==> config.mk <==
export PLATFORM = sky130hd
export DESIGN_NAME = sr_latched_top
export DESIGN_NICKNAME = d
export VERILOG_FILES = /design/src/rtl/sr_pkg.sv /design/src/rtl/sr_stage_chain.sv /design/src/rtl/sr_rise_det.sv /design/src/rtl/sr_hold_reg.sv /design/src/rtl/sr_latched_top.sv
export SDC_FILE = /design/constraint.sdc
export NUM_CORES = 1
export LEC_CHECK = 0
export ABC_AREA = 1
export BUFFER_PORTS_ARGS = -buffer_cell sky130_fd_sc_hd__clkbuf_2
export CAP_MARGIN = 25
export CORE_AREA = 2 2 39 41
export DETAILED_ROUTE_END_ITERATION = 16
export DIE_AREA = 0 0 41 43
export PLACE_DENSITY_LB_ADDON = 0.15
export SLEW_MARGIN = 40
export SYNTH_ARGS = -nofsm -noshare
export SYNTH_HDL_FRONTEND = slang
export SYNTH_HIERARCHICAL = 1
export SYNTH_SLANG_ARGS = --single-unit
==> constraint.sdc <==
create_clock -name clk -period 0.8 [get_ports clk]
set_input_delay 0.04 -clock clk [delete_from_list [all_inputs] [get_ports clk]]
set_output_delay 0.04 -clock clk [all_outputs]
set_load 0.005 [all_outputs]
==> src/rtl/sr_pkg.sv <==
// Package: shared encodings for the latched-output shift register.
// Assumes: nothing beyond IEEE 1800-2017.
package sr_pkg;
    // Meaning of the stage-update select input.
    typedef enum logic {
        SEL_LOAD  = 1'b0,
        SEL_SHIFT = 1'b1
    } sel_e;
endpackage

==> src/rtl/sr_stage_chain.sv <==
// Module: chain of W storage stages that shift up by one or load in parallel.
// Assumes: synchronous active-low reset; W >= 2.
module sr_stage_chain
    import sr_pkg::*;
#(
    parameter int W = 4
) (
    input  logic         clk,
    input  logic         rst_n,
    input  logic         shift_sel,
    input  logic         ring_en,
    input  logic         ser_in,
    input  logic [W-1:0] par_in,
    output logic [W-1:0] stage_q
);
    localparam int TOP = W - 1;

    logic [W-1:0] stage_d;
    logic         head_bit;
    sel_e         sel;

    // Decode the select input into its named meaning.
    assign sel = sel_e'(shift_sel);

    // Pick the bit entering stage 0: the serial input or the looped-back top stage.
    assign head_bit = ring_en ? stage_q[TOP] : ser_in;

    // Next value of each stage: its predecessor when shifting, its parallel bit when loading.
    for (genvar i = 0; i < W; i++) begin : g_next
        if (i == 0) begin : g_head
            assign stage_d[i] = (sel == SEL_SHIFT) ? head_bit : par_in[i];
        end else begin : g_body
            assign stage_d[i] = (sel == SEL_SHIFT) ? stage_q[i-1] : par_in[i];
        end
    end

    // Register all stages on the rising clock edge.
    always_ff @(posedge clk) begin
        if (!rst_n) stage_q <= '0;
        else        stage_q <= stage_d;
    end
endmodule

==> src/rtl/sr_rise_det.sv <==
// Module: clock-sampled rising-edge detector for the capture strobe.
// Assumes: strobe is synchronous to clk; reset clears the history to 0.
module sr_rise_det (
    input  logic clk,
    input  logic rst_n,
    input  logic strobe,
    output logic rise
);
    logic strobe_q;

    // Remember the strobe value from the previous clock edge.
    always_ff @(posedge clk) begin
        if (!rst_n) strobe_q <= 1'b0;
        else        strobe_q <= strobe;
    end

    // Flag a low-to-high change between consecutive samples.
    assign rise = strobe & ~strobe_q;
endmodule

==> src/rtl/sr_hold_reg.sv <==
// Module: output holding register that captures a word only on request.
// Assumes: synchronous active-low reset; capture is a one-cycle pulse.
module sr_hold_reg #(
    parameter int W = 4
) (
    input  logic         clk,
    input  logic         rst_n,
    input  logic         capture,
    input  logic [W-1:0] d,
    output logic [W-1:0] q
);
    // Take the presented word on capture, otherwise keep it.
    always_ff @(posedge clk) begin
        if (!rst_n)       q <= '0;
        else if (capture) q <= d;
    end
endmodule

==> src/rtl/sr_latched_top.sv <==
// Module: shift register with parallel load, serial output and a strobe-latched parallel output.
// Assumes: all inputs synchronous to clk; synchronous active-low reset.
module sr_latched_top #(
    parameter int W = 4
) (
    input  logic         clk,
    input  logic         rst_n,
    input  logic         ser_in,
    input  logic [W-1:0] par_in,
    input  logic         shift_sel,
    input  logic         ring_en,
    input  logic         strobe,
    output logic         ser_out,
    output logic [W-1:0] par_out
);
    logic [W-1:0] stage_q;
    logic         cap_pulse;

    sr_stage_chain #(.W(W)) u_chain (
        .clk       (clk),
        .rst_n     (rst_n),
        .shift_sel (shift_sel),
        .ring_en   (ring_en),
        .ser_in    (ser_in),
        .par_in    (par_in),
        .stage_q   (stage_q)
    );

    sr_rise_det u_rise (
        .clk    (clk),
        .rst_n  (rst_n),
        .strobe (strobe),
        .rise   (cap_pulse)
    );

    // The holding register sees the stages before this edge's update.
    sr_hold_reg #(.W(W)) u_hold (
        .clk     (clk),
        .rst_n   (rst_n),
        .capture (cap_pulse),
        .d       (stage_q),
        .q       (par_out)
    );

    // Serial output is the top stage.
    assign ser_out = stage_q[W-1];
endmodule

==> qor.csv <==
metric;value;unit
fin_util;34.9;%
status;completed;
fmax;1310;MHz
cp_max_fo;8;
synth_warnings;6;
clock_sinks;9;
pwr-share-clk;35.3;%
pin_count;15;
fin_cells;87;
drt-vias-per-instance;3.72;
htreeDepth;1;
grt_use_met1;9.35;%
syn2layout_area_growth;34.0;%
period_needed;0.763;ns
slew_headroom;87.5;%
grt_use_total;8.74;%
grt_pass1_vias;265;
cts_root_buf;clkbuf_4;
cp-end-kind;flip-flop;
powerDensity;1990;nW/µm²
cap_violations;0;
place.gp.congestion;0.591;
route.antenna.remaining_nets;0;
dp.cells;82;
yosysTopAreaCell;dfxtp_1;
clockBufferDepth;2;
hold_viol_final;0;
start_util;26.0;%
synthTopCellsByCount;16 x nor2_1, 12 x nand2_1, 10 x inv_1;
switching_share;23.6;%
wl_per_cell;7.30;µm
final_layout_size_suffix_gt1_share;28.2;%
synthFlopType;dfxtp_1;
p_int;0.000733;W
grt_pass1_wl;931;µm
sequentialPowerShare;51.8;%
reg2regPathDepth;4;
busiest_layer;met4;
synth.distinct_cells;8;
finalInstanceArea;483;µm²
rsz0062_at_grt;yes;
p_leak;0.271;nW
fin_nets;82;
critPathLaunchType;flip-flop;
critPathMaxStageDelay;0.32;ns
synth-edff-count;0;
min_period_over_period;95.3;%
place_area;439;µm²
syn_nets;63;
worstMarginPinSlew;0.187;ns
crit_slowest_cell;dfxtp_2;
die_w;41;µm
hp-class;in -> reg;
syn_area;360;µm²
synth_most_common_cell;nor2_1;
cts_setup_buffers;0;
io_buffers;14;
cp.required;0.95;ns
ys_seq_area_share;50.0;%
die_h;43;µm
synth-async-reset-ratio;0;%
overflow;0;
finalSetupViolCount;0;
cts_buffers;3;
clock_latency;0.25;ns
design.core.area;1380;µm²
die_area;1760;µm²
combPwrFrac;12.8;%
use_met2;10.6;%
worst_path_most_repeated_cell;nand2_1;
maxSlewViolCount;0;
syn_inst;53;
antenna_cells;0;
wirelength;635;µm
crit_chain;nor2_4 > nand2_1 > nand2_1 > nor2_1;
antenna_found_initial;0;
syn_avg_cell_area;6.80;µm²
clk_pin_slew;0.06;ns
vias;324;
hold_depth;3;
dr.pass1.iters;3;
synth_seq_cells;9;
drtIter0Drc;1;
num_rows;14;
hpwl;477;µm
synth_top_area_share;50.0;%
peakVddDrop;711;µV
drc;0;
fin_skew;0.000945;ns
tritoncts;done;
ys_top_cells_by_area;dfxtp_1 50%, nor2_1 17%, nand2_1 13%, inv_1 10%, o21ai_0 4.2%;
gr-usage-met3;3.14;%
arrival;0.91;ns
grt_max_degree;10;
criticalPathCategory;reg -> reg;
power.switching;0.000227;W
sequential cells by signal, indices dropped and copies added, names as in the netlist:
name / cells
u_hold/q: 4
u_chain/stage_q: 4
u_rise/strobe_q: 1
power by group through the flow:
stage	clock network [W]	registers [W]	logic [W]
floorplan	0	0.000506	0.0000700
detailed placement	0	0.000506	0.000119
finish	0.000339	0.000498	0.000123
global placement	0	0.000507	0.000119
global route	0.000385	0.000503	0.000146
CTS	0.000358	0.000497	0.000126
logic make-up after synthesis:
| family | after synthesis | synth area share [%] |
|---|---|---|
| compound gates | 3 | 4.17 |
| simple gates | 30 | 32.3 |
| flops | 9 | 50.0 |
| buf+inv | 11 | 13.5 |
worst max-delay path, delay by kind of cell, from the launching register on:
family / cells / cell delay (ns)
DFF: 1 / 0.32
and+or+nand+nor: 4 / 0.35
repair_timing:
action / CTS / global route
hold endpoints to repair: 1 / 0
setup endpoints to repair: 4 / 6
hold buffers: 1 / 0
pin swaps: 0 / 4
gates resized for setup: 1 / 2
per-layer routing:
layer / vias to the layer above / wire [µm]
li1: 188 / -
met1: 121 / 293
met2: 13 / 267
met3: 2 / 54
met4: 0 / 19
met5: - / 0
placed cells by master (no fill, tap or decap):
cell type      count
nor2_1            16
dlygate4sd3_1      1
clkbuf_2          14
o21ai_0            3
clkbuf_4           3
nand3_1            1
inv_1             10
clkbuf_1           1
dfxtp_2            2
nor2_4             1
dfxtp_1            7
nand2_1           12
per-stage QoR:
step / total power, W / setup WS (ns) / setup TNS [ns] / hold slack, ns
floorplan: 0.000576 / 0.0637 / 0 / 0.133
global placement: 0.000626 / -0.0511 / -0.187 / 0.239
detailed placement: 0.000626 / -0.0576 / -0.214 / 0.241
CTS: 0.000981 / 0.00976 / 0 / 0.0198
global route: 0.00103 / -0.0213 / -0.0547 / 0.0425
finish: 0.000960 / 0.0373 / 0 / 0.0217
worst paths after layout:
kind                                 startpoint                 end  slack, ns
worst max-delay path            u_rise/strobe_q         u_hold/q[0]       0.04
worst min-delay path                  par_in[2]  u_chain/stage_q[2]       0.02
worst max register to register  u_rise/strobe_q         u_hold/q[0]       0.04
worst min register to register      u_hold/q[0]         u_hold/q[0]       0.47
layout make-up:
cell class	instances	area [µm²]
Fill cell	171	901
Sequential cell	9	183
Multi-Input combinational cell	33	136
Timing Repair Buffer	15	80.1
Inverter	10	37.5
Clock buffer	4	26.3
Tap cell	16	20.0
Note: power is estimated with default switching activity, not from simulation.
